$ cat src/rtl/nand_seq_pkg.sv
package nand_seq_pkg;
  typedef enum logic [2:0] {
    OP_READ = 3'd0, OP_SPARE = 3'd1, OP_PROG = 3'd2,
    OP_ERASE = 3'd3, OP_ID = 3'd4, OP_STATUS = 3'd5
  } seqOp_e;

  typedef enum logic [2:0] {
    K_CMD = 3'd0, K_ADDR = 3'd1, K_DIN = 3'd2,
    K_DOUT = 3'd3, K_ID = 3'd4, K_STAT = 3'd5
  } cycKind_e;

  // phase order is the order cycles appear on the bus
  typedef enum logic [2:0] {
    PH_IDLE = 3'd0, PH_CMD = 3'd1, PH_COL = 3'd2, PH_PAGE = 3'd3,
    PH_CONF1 = 3'd4, PH_XFER = 3'd5, PH_CONF2 = 3'd6
  } phase_e;

  typedef struct packed {
    logic latch;
    logic idxClr;
    logic idxInc;
    logic tmoClr;
    logic tmoInc;
  } strobe_t;
endpackage

$ cat src/rtl/nand_seq_dp.sv
module nand_seq_dp
  import nand_seq_pkg::*;
#(
  parameter int PAGE_W = 24,
  parameter int TIMEOUT_TICKS = 2000,
  parameter int LP_HD_LOG2 = 28,
  parameter int SP_HD_LOG2 = 26
) (
  input  logic              clk,
  input  logic              rstN,
  input  strobe_t           stb,
  input  phase_e            phase,
  input  logic [2:0]        reqOp,
  input  logic              reqColPresent,
  input  logic [PAGE_W-1:0] reqPage,
  input  logic              largePage,
  input  logic [5:0]        devSizeLog2,
  output logic [6:1]        phaseEn,
  output logic              phaseLast,
  output logic              tmoHit,
  output logic [2:0]        cycKind,
  output logic [7:0]        cycValue,
  output logic [1:0]        cycBuf,
  output logic              cycSpare
);
  localparam int TMO_W = $clog2(TIMEOUT_TICKS);
  localparam int PAGE_BYTES = (PAGE_W + 7) / 8;
  localparam int IDX_W = 2;

  seqOp_e             opQ;
  logic               largeQ, colQ, hdQ;
  logic [PAGE_W-1:0]  pageQ;
  logic [IDX_W-1:0]   idx;
  logic [TMO_W-1:0]   tmoCnt;
  logic               hdNow;
  logic               isRead, moves4;
  logic [IDX_W-1:0]   colLast, pageLast, xferLast;
  logic [PAGE_BYTES*8-1:0] pageWide;

  assign hdNow = largePage ? (devSizeLog2 >= 6'(LP_HD_LOG2))
                           : (devSizeLog2 >= 6'(SP_HD_LOG2));

  always_ff @(posedge clk) begin
    if (!rstN) begin
      opQ    <= OP_READ;
      largeQ <= 1'b0;
      colQ   <= 1'b0;
      hdQ    <= 1'b0;
      pageQ  <= '0;
    end else if (stb.latch) begin
      opQ    <= seqOp_e'(reqOp);
      largeQ <= largePage;
      colQ   <= reqColPresent;
      hdQ    <= hdNow;
      pageQ  <= reqPage;
    end
  end

  always_ff @(posedge clk) begin
    if (!rstN)           idx <= '0;
    else if (stb.idxClr) idx <= '0;
    else if (stb.idxInc) idx <= idx + 1'b1;
  end

  always_ff @(posedge clk) begin
    if (!rstN)           tmoCnt <= '0;
    else if (stb.tmoClr) tmoCnt <= '0;
    else if (stb.tmoInc) tmoCnt <= tmoCnt + 1'b1;
  end

  assign tmoHit = (tmoCnt == TMO_W'(TIMEOUT_TICKS - 1));

  assign isRead = (opQ == OP_READ) || (opQ == OP_SPARE);
  assign moves4 = largeQ && (isRead || opQ == OP_PROG);

  // which phases the latched request uses
  always_comb begin
    phaseEn[PH_CMD]   = 1'b1;
    phaseEn[PH_COL]   = colQ && (isRead || opQ == OP_PROG || opQ == OP_ID);
    phaseEn[PH_PAGE]  = isRead || opQ == OP_PROG || opQ == OP_ERASE;
    phaseEn[PH_CONF1] = isRead && largeQ;
    phaseEn[PH_XFER]  = (opQ != OP_ERASE);
    phaseEn[PH_CONF2] = (opQ == OP_PROG) || (opQ == OP_ERASE);
  end

  assign colLast  = largeQ ? 2'd1 : 2'd0;
  assign pageLast = hdQ ? 2'd2 : 2'd1;
  assign xferLast = moves4 ? 2'd3 : 2'd0;

  always_comb begin
    unique case (phase)
      PH_COL:  phaseLast = (idx == colLast);
      PH_PAGE: phaseLast = (idx == pageLast);
      PH_XFER: phaseLast = (idx == xferLast);
      default: phaseLast = 1'b1;
    endcase
  end

  assign pageWide = (PAGE_BYTES*8)'(pageQ);

  always_comb begin
    cycKind  = K_CMD;
    cycValue = 8'h00;
    cycBuf   = 2'd0;
    cycSpare = 1'b0;
    unique case (phase)
      PH_CMD: begin
        unique case (opQ)
          OP_SPARE:  cycValue = largeQ ? 8'h00 : 8'h50;
          OP_PROG:   cycValue = 8'h80;
          OP_ERASE:  cycValue = 8'h60;
          OP_ID:     cycValue = 8'h90;
          OP_STATUS: cycValue = 8'h70;
          default:   cycValue = 8'h00;
        endcase
      end
      PH_COL:   cycKind = K_ADDR;
      PH_PAGE: begin
        cycKind  = K_ADDR;
        cycValue = pageWide[8*idx +: 8];
      end
      PH_CONF1: cycValue = 8'h30;
      PH_XFER: begin
        unique case (opQ)
          OP_PROG:   cycKind = K_DIN;
          OP_ID:     cycKind = K_ID;
          OP_STATUS: cycKind = K_STAT;
          default:   cycKind = K_DOUT;
        endcase
        cycBuf   = (opQ == OP_STATUS) ? 2'd1 : idx;
        cycSpare = (opQ == OP_SPARE) && !largeQ;
      end
      PH_CONF2: cycValue = (opQ == OP_PROG) ? 8'h10 : 8'hD0;
      default: ;
    endcase
  end
endmodule

$ cat src/rtl/nand_seq_ctl.sv
module nand_seq_ctl
  import nand_seq_pkg::*;
(
  input  logic       clk,
  input  logic       rstN,
  input  logic       reqValid,
  input  logic       cycDone,
  input  logic       doneClr,
  input  logic [6:1] phaseEn,
  input  logic       phaseLast,
  input  logic       tmoHit,
  output phase_e     phase,
  output strobe_t    stb,
  output logic       doneFlag,
  output logic       timeoutErr
);
  phase_e phaseNext, follow;
  logic   found, setDone, setErr;

  // first enabled phase after the current one
  always_comb begin
    follow = PH_IDLE;
    found  = 1'b0;
    for (int p = 1; p < 7; p++) begin
      if (!found && p > int'(phase) && phaseEn[p]) begin
        follow = phase_e'(3'(p));
        found  = 1'b1;
      end
    end
  end

  always_comb begin
    phaseNext = phase;
    stb       = '0;
    setDone   = 1'b0;
    setErr    = 1'b0;
    if (phase == PH_IDLE) begin
      if (reqValid) begin
        phaseNext  = PH_CMD;
        stb.latch  = 1'b1;
        stb.idxClr = 1'b1;
        stb.tmoClr = 1'b1;
      end
    end else if (cycDone) begin
      stb.tmoClr = 1'b1;
      if (phaseLast) begin
        phaseNext  = follow;
        stb.idxClr = 1'b1;
        setDone    = (follow == PH_IDLE);
      end else begin
        stb.idxInc = 1'b1;
      end
    end else if (tmoHit) begin
      phaseNext = PH_IDLE;
      setErr    = 1'b1;
    end else begin
      stb.tmoInc = 1'b1;
    end
  end

  always_ff @(posedge clk) begin
    if (!rstN) begin
      phase      <= PH_IDLE;
      doneFlag   <= 1'b0;
      timeoutErr <= 1'b0;
    end else begin
      phase <= phaseNext;
      if (setDone)      doneFlag <= 1'b1;
      else if (doneClr) doneFlag <= 1'b0;
      if (setErr)       timeoutErr <= 1'b1;
    end
  end
endmodule

$ cat src/rtl/nand_cycle_seq.sv
module nand_cycle_seq
  import nand_seq_pkg::*;
#(
  parameter int PAGE_W = 24,
  parameter int TIMEOUT_TICKS = 2000
) (
  input  logic              clk,
  input  logic              rstN,
  input  logic              reqValid,
  input  logic [2:0]        reqOp,
  input  logic              reqColPresent,
  input  logic [PAGE_W-1:0] reqPage,
  input  logic              largePage,
  input  logic [5:0]        devSizeLog2,
  output logic              busy,
  output logic              cycValid,
  output logic [2:0]        cycKind,
  output logic [7:0]        cycValue,
  output logic [1:0]        cycBuf,
  output logic              cycSpare,
  input  logic              cycDone,
  output logic              doneFlag,
  input  logic              doneClr,
  output logic              timeoutErr
);
  phase_e     phase;
  strobe_t    stb;
  logic [6:1] phaseEn;
  logic       phaseLast, tmoHit;

  nand_seq_ctl u_ctl (
    .clk(clk), .rstN(rstN), .reqValid(reqValid), .cycDone(cycDone),
    .doneClr(doneClr), .phaseEn(phaseEn), .phaseLast(phaseLast),
    .tmoHit(tmoHit), .phase(phase), .stb(stb), .doneFlag(doneFlag),
    .timeoutErr(timeoutErr)
  );

  nand_seq_dp #(.PAGE_W(PAGE_W), .TIMEOUT_TICKS(TIMEOUT_TICKS)) u_dp (
    .clk(clk), .rstN(rstN), .stb(stb), .phase(phase), .reqOp(reqOp),
    .reqColPresent(reqColPresent), .reqPage(reqPage), .largePage(largePage),
    .devSizeLog2(devSizeLog2), .phaseEn(phaseEn), .phaseLast(phaseLast),
    .tmoHit(tmoHit), .cycKind(cycKind), .cycValue(cycValue),
    .cycBuf(cycBuf), .cycSpare(cycSpare)
  );

  assign busy     = (phase != PH_IDLE);
  assign cycValid = busy;
endmodule

$ cat config.mk
export PLATFORM = sky130hd
export DESIGN_NAME = nand_cycle_seq
export DESIGN_NICKNAME = d
export VERILOG_FILES = /design/src/rtl/nand_seq_pkg.sv /design/src/rtl/nand_seq_dp.sv /design/src/rtl/nand_seq_ctl.sv /design/src/rtl/nand_cycle_seq.sv
export SDC_FILE = /design/constraint.sdc
export NUM_CORES = 1
export LEC_CHECK = 0
export BUFFER_PORTS_ARGS = -buffer_cell sky130_fd_sc_hd__buf_4
export CAP_MARGIN = 20
export CORE_UTILIZATION = 49
export DETAILED_ROUTE_END_ITERATION = 7
export GPL_TIMING_DRIVEN = 1
export PLACE_DENSITY = 0.83
export SLEW_MARGIN = 20
export SYNTH_ARGS = -nofsm -noshare
export SYNTH_HDL_FRONTEND = slang
export SYNTH_SLANG_ARGS = --single-unit
$ cat constraint.sdc
create_clock -name clk -period 1.9 [get_ports clk]
set_clock_uncertainty 0.2 [all_clocks]
set_input_delay 0.19 -clock clk [delete_from_list [all_inputs] [get_ports clk]]
set_output_delay 0.19 -clock clk [all_outputs]
set_load 0.1 [all_outputs]
; After elaboration in Yosys (flattened, before gate mapping)
; Index checks and enable logic that the tools add are counted.
[classes]
n_addsub = 2
magnitude_cmp = 8
n_eq_ne = 18
shifts = 1
n_mux = 50
bitwise_logic = 1
n_reduce_logical = 35
[op_table]
columns = op, n
row1 = $pmux W8 S5, 1
row2 = $mux W3, 11
row3 = $pmux W8 S4, 1
row4 = $mux W1, 27
row5 = $shiftx A24 B6 Y8, 1
row6 = $eq A3 B3 Y1 const B, 5
row7 = $logic_and A1 B1 Y1, 14
row8 = $eq A3 B2 Y1 const B, 4
row9 = $ge A6 B5 Y1 const B, 2
row10 = $add A11 B1 Y11 const B, 1
row11 = $eq A11 B11 Y1 const B, 1
row12 = $mux W2, 5
row13 = $gt A3 B3 Y1 const A, 3
row14 = $logic_not A3 Y1, 3
row15 = $pmux W3 S3, 1
row16 = $mux W8, 1
row17 = $mux W7, 1
row18 = $eq A2 B2 Y1, 3
row19 = $eq A3 B1 Y1 const B, 2
row20 = $gt A2 B3 Y1 const A, 2
row21 = $logic_not A1 Y1, 6
row22 = $pmux W3 S2, 1
row23 = $reduce_bool A3 Y1, 2
row24 = $reduce_or A2 Y1, 3
row25 = 10 further kinds, 14
[word_totals]
ff_bits = 48
out_inout_bits = 18
word_cells = 125

; Longest topological paths before layout
[depth]
ltp_word = 28
ltp_mapped = 7

; By module
; Synthesis repeated with hierarchy kept, for this count alone.
[unflattened]
hier_cells = 329
area_unflattened_um2 = 2852.7
[modules_own_cells]
columns = mod, n_inst, cells_each, area_per_inst_um2, seq_area_each_um2
row1 = nand_seq_dp, 1, 270, 2369.8, 860.8
row2 = nand_seq_ctl, 1, 57, 469.2, 100.1
row3 = nand_cycle_seq, 1, 2, 13.8, 0.0

; Least setup slack after synthesis
; Ideal clock, no wire load.
[synth_path]
path_type = reg2out
startpoint = reg u_ctl.phase[2]
endpoint = out cycValue[6]
arrival_ns = 3.327
t_required_ns = 1.510
setup_slack_ns = -1.817
path_stages_with_launch = 8
n_path_buf = 2
cell_sequence = dfxtp_1 -> buf_2 -> clkbuf_1 -> and3b_1 -> nor2_1 -> a21oi_1 -> nor2_1 -> o21ai_0
[synth_via]
elab_chain_len = 2
[synth_lines]
columns = item, line
row1 = "start, declared", nand_seq_ctl.sv:12  ; output phase_e phase,
row2 = "start signal, assigned", nand_seq_ctl.sv:67  ; phase <= phaseNext;
row3 = $eq A3 B3 Y1 (tied with other cells), nand_seq_dp.sv:106  ; unique case (phase)
row4 = $pmux W8 S4 *, nand_seq_dp.sv:106
row5 = "end, declared", nand_cycle_seq.sv:18  ; output logic [7:0] cycValue,
; Every way passes the cells marked *; elsewhere a longest branch is shown, timed or not.

; Worst setup path in the final report
[layout_path]
startpoint = reg u_ctl.phase[0]
endpoint = reg u_ctl.phase[0]
[layout_via]
elab_chain_len = 25
[layout_lines]
columns = item, line
row1 = $gt A1 B3 Y1, nand_seq_ctl.sv:25  ; if (!found && p > int'(phase) && phaseEn[p]) begin
row2 = $mux W1, nand_seq_ctl.sv:25
row3 = $logic_not A1 Y1, nand_seq_ctl.sv:25
row4 = $logic_and A1 B1 Y1 (2 in a row), nand_seq_ctl.sv:25
row5 = $mux W1, nand_seq_ctl.sv:25
row6 = $logic_not A1 Y1, nand_seq_ctl.sv:25
row7 = $logic_and A1 B1 Y1 (2 in a row), nand_seq_ctl.sv:25
row8 = $mux W1, nand_seq_ctl.sv:25
row9 = (+5 left out), --
row10 = $logic_and A1 B1 Y1 (2 in a row), nand_seq_ctl.sv:25
row11 = $mux W1, nand_seq_ctl.sv:25
row12 = $logic_not A1 Y1, nand_seq_ctl.sv:25
row13 = $logic_and A1 B1 Y1 (2 in a row), nand_seq_ctl.sv:25
row14 = $mux W3, nand_seq_ctl.sv:25
row15 = $mux W3, nand_seq_ctl.sv:46  ; if (phaseLast) begin
row16 = $mux W3, nand_seq_ctl.sv:44  ; end else if (cycDone) begin
row17 = $mux W3, nand_seq_ctl.sv:37  ; if (phase == PH_IDLE) begin
; Several ways; a longest one is shown, not always the timed one. The select of a mux whose other input is x is not followed.
; A chain may end at the register's enable or synchronous reset.

==> results_tabular.tex <==
\begin{tabular}{lr}
\hline
Metric & Value \\
\hline
\multicolumn{2}{l}{\textbf{Die}} \\
Number of rows created at floorplan & 26 \\
Die height & 75.7 µm \\
Die Area & 5740 µm² \\
Top-level port count & 58 \\
X dimension of the die & 75.7 µm \\
Initial Util & 51.5\% \\
Core area & 5170 µm² \\
\multicolumn{2}{l}{\textbf{Worst setup path}} \\
Register-to-register path setup slack & -0.34 ns \\
Number of cells on the worst reg-to-reg path & 6 \\
Setup crit end & u\_ctl.phase[0] \\
Reg2reg end & u\_ctl.phase[0] \\
Startpoint of the worst setup timing path & u\_ctl.phase[0] \\
Critical Path RT & 1.91 ns \\
Critical-path cell list & buf\_6 -> and3b\_2 -> a311o\_1 -> a22o\_4 -> a221oi\_4 -> o32ai\_1 \\
Launch instance of the worst register-to-register path & u\_ctl.phase[0] \\
Arrival time worst endpoint & 2.25 ns \\
Delay of the slowest cell on the worst path & 0.39 ns \\
Kind of capture point of the worst setup path & register \\
Startpoint kind of the worst setup timing path & register \\
Maximum fanout along the worst path & 8 \\
Crit-path slowest cell & sky130\_fd\_sc\_hd\_\_a311o\_1 \\
Kind of critical path & reg -> reg \\
\multicolumn{2}{l}{\textbf{Flow run}} \\
Count of max-cap constraint violations & 0 \\
\multicolumn{2}{l}{\textbf{Clocking}} \\
Max clock buf depth & 2 \\
CTS Sinks & 48 \\
Clk Latency, worst-skew pair & 0.33 ns \\
Clk pin slew, worst setup/hold paths & 0.10 ns \\
CTS Root Cell & sky130\_fd\_sc\_hd\_\_clkbuf\_8 \\
CTS buffer count & 5 \\
CTS H-tree lvls & 2 \\
CTS tree & yes \\
\multicolumn{2}{l}{\textbf{Placement}} \\
Detailed-placement wirelength estimate & 5.46 mm \\
Placed Instances & 509 \\
Count of buffers from port buffering & 56 \\
GP Congestion & 0.892 \\
DP Worst Slack & -0.136 ns \\
\multicolumn{2}{l}{\textbf{Timing}} \\
Setup repair after global routing missed its margin & yes \\
Final sum of negative setup slack & -3.96 ns \\
Final Cycle Share & 118\% \\
Max Fclk & 447 MHz \\
Worst-case setup margin in the final layout & -0.335 ns \\
Max Transition Viols Final & 0 \\
Slew at the pin with the worst max-slew slack & 0.458 ns \\
Final count of negative-setup-slack endpoints & 27 \\
Final count of hold timing violations & 0 \\
Headroom to the max-slew limit & 69.3\% \\
Tmin final & 2.24 ns \\
Minimum hold slack & 0.00779 ns \\
\multicolumn{2}{l}{\textbf{Final layout}} \\
Storage element area & 990 µm² \\
Multi-input gate area in the final layout & 1890 µm² \\
Fraction of layout cells with a size suffix above 1 & 40.3\% \\
Post-layout net count & 534 \\
Final instance count without filler cells & 564 \\
Area added between synthesis and finish & 73.5\% \\
Antenna diode instance count & 0 \\
Fillers & 184 \\
Share of the core filled with cells & 89.3\% \\
\multicolumn{2}{l}{\textbf{Synth}} \\
Top cell type by total area after synthesis & sky130\_fd\_sc\_hd\_\_dfxtp\_1 \\
Share of synthesized flip-flops with an asynchronous set or reset & 0\% \\
Most frequently used cell type in the post-synthesis netlist & sky130\_fd\_sc\_hd\_\_nand2\_1 \\
Yosys synthesis warning count & 0 \\
Synthesized area divided by synthesized cell count & 7.34 µm² \\
Leading post-synthesis cells by cell area & sky130\_fd\_sc\_hd\_\_dfxtp\_1 36\%, sky130\_fd\_sc\_hd\_\_nand2\_1 12\%, sky130\_fd\_sc\_hd\_\_a21oi\_1 9.6\% \\
Sequential area share after synthesis & 36.1\% \\
Syn\_nets & 404 \\
Dominant synthesized flop cell & sky130\_fd\_sc\_hd\_\_dfxtp\_1 \\
Number of synthesized register bits & 48 \\
Top-area cell type share of the netlist area & 36.1\% \\
Count of cell types in the netlist & 53 \\
Post-Syn Instances & 363 \\
Total standard cell area after synthesis & 2660 µm² \\
Count of flip-flops with a built-in enable after synthesis & 0 \\
List of most frequent post-synthesis cells & 82 x sky130\_fd\_sc\_hd\_\_nand2\_1, 51 x sky130\_fd\_sc\_hd\_\_a21oi\_1, 48 x sky130\_fd\_sc\_hd\_\_dfxtp\_1 \\
\multicolumn{2}{l}{\textbf{GRT}} \\
Initial antenna violation count & 0 \\
Number of global-route vias before repair & 3313 \\
Overall track demand over capacity in global routing & 38.5\% \\
Total grt overflow & 0 \\
Global-route wire length before repair & 16.3 mm \\
Maximum number of pins on one net before global-route repair & 31 \\
\multicolumn{2}{l}{\textbf{Run status}} \\
Violations in the final reports & negative setup slack \\
Status & complete, but fails checks \\
\multicolumn{2}{l}{\textbf{Route}} \\
Via density & 6.70 \\
Antenna Nets Post-Route & 0 \\
Wire length per cell after detailed routing & 23.7 µm \\
Initial drt markers & 531 \\
Detailed-route via count & 3777 \\
Length of the first detailed-routing pass in iterations & 5 \\
Remaining routing DRC violations & 0 \\
Total wirelength of the detailed-routed design & 13.3 mm \\
\multicolumn{2}{l}{\textbf{Pwr}} \\
Leakage component of the power & 0.00182 µW \\
Power per Cell Area & 588 nW/µm² \\
Peak ir drop on the vdd network & 0.826 mV \\
\multicolumn{2}{l}{\textbf{Hold path}} \\
Class of the tightest hold or removal check & in -> reg \\
Worst hold start & doneClr \\
\hline
\end{tabular}
-- routing by layer --
layer	part of all wire, %	wire length (µm)	track usage [%]	up-vias
li1	-	-	-	1513
met1	34	4540	42.4	1765
met3	10	1370	8.60	131
met2	47	6260	67.7	368
met4	8.8	1170	23.5	0
met5	0	0	0	-
-- cell type report --
class                   count  share of cell area [%]
multi-input cells         280                    40.9
clock inverters             2                   0.839
repair buffers            150                    32.5
clock buffers               6                    1.79
flip-flops and latches     48                    21.4
inverters                   8                   0.704
well taps                  70                    1.90
-- cells in the final DEF (no fill, tap or decap), types with 7 or more instances in the layout --
master,instances
sky130_fd_sc_hd__nand2_1,78
sky130_fd_sc_hd__dlygate4sd3_1,32
sky130_fd_sc_hd__buf_12,19
sky130_fd_sc_hd__nor2_1,16
sky130_fd_sc_hd__dfxtp_2,8
sky130_fd_sc_hd__buf_4,85
sky130_fd_sc_hd__a21oi_2,9
sky130_fd_sc_hd__buf_6,13
sky130_fd_sc_hd__dfxtp_1,35
sky130_fd_sc_hd__mux2i_1,7
sky130_fd_sc_hd__a21oi_1,42
sky130_fd_sc_hd__nand3_1,7
sky130_fd_sc_hd__nand2b_1,7
-- state kept, by name (all words and copies together) (netlist names) --
name and count:
u_dp.largeQ 1, u_dp.opQ 3, u_dp.idx 2, u_ctl.timeoutErr 1
u_ctl.doneFlag 1, u_ctl.phase 3, u_dp.colQ 1, u_dp.tmoCnt 11
u_dp.pageQ 24, u_dp.hdQ 1
-- worst min-delay path by stage --
stage                     end  cells after the start
2_1_floorplan  u_ctl.doneFlag                      1
3_3_place_gp   u_dp.pageQ[19]                      3
3_5_place_dp    u_dp.pageQ[9]                      3
4_1_cts        u_ctl.doneFlag                      3
5_1_grt        u_ctl.doneFlag                      3
6_report       u_ctl.doneFlag                      3
-- per-stage QoR --
stage	power (µW)	instance area (µm²)
final	2720	4620
after floorplan	1450	2770
after global routing	2770	4620
after CTS	2530	4360
after detailed placement	1650	3520
after global placement	1630	3520
-- repair_timing --
item                       in CTS  in global routing
setup buffers                  12                  5
setup endpoints to repair      28                 37
hold buffers                   32                  0
hold endpoints to repair       33                  0
gates resized for setup        85                 52
pin swaps                      22                 16
-- critical path, delay by kind of cell (launching register included) --
family / cells / cell delay [ns]
buffers and inverters: 1 / 0.13
AO/OA/AOI/OAI: 4 / 1.18
AND/OR/NAND/NOR: 1 / 0.22
flip-flops: 1 / 0.38
-- logic make-up after synthesis --
family / count (synthesis) / share of synthesized area (%)
flops: 48 / 36.1
mux: 11 / 4.18
fa+ha+maj: 1 / 0.470
simple gates: 163 / 28.5
xor+xnor: 8 / 2.63
buf+inv: 35 / 5.50
compound gates: 97 / 22.7
-- report_power, final --
group / internal [µW] / switching, µW
Sequential: 1050 / 55.5
Combinational: 339 / 438
Clock: 431 / 400
Total: 1820 / 893
No activity file was read; power rests on OpenSTA's default activity.
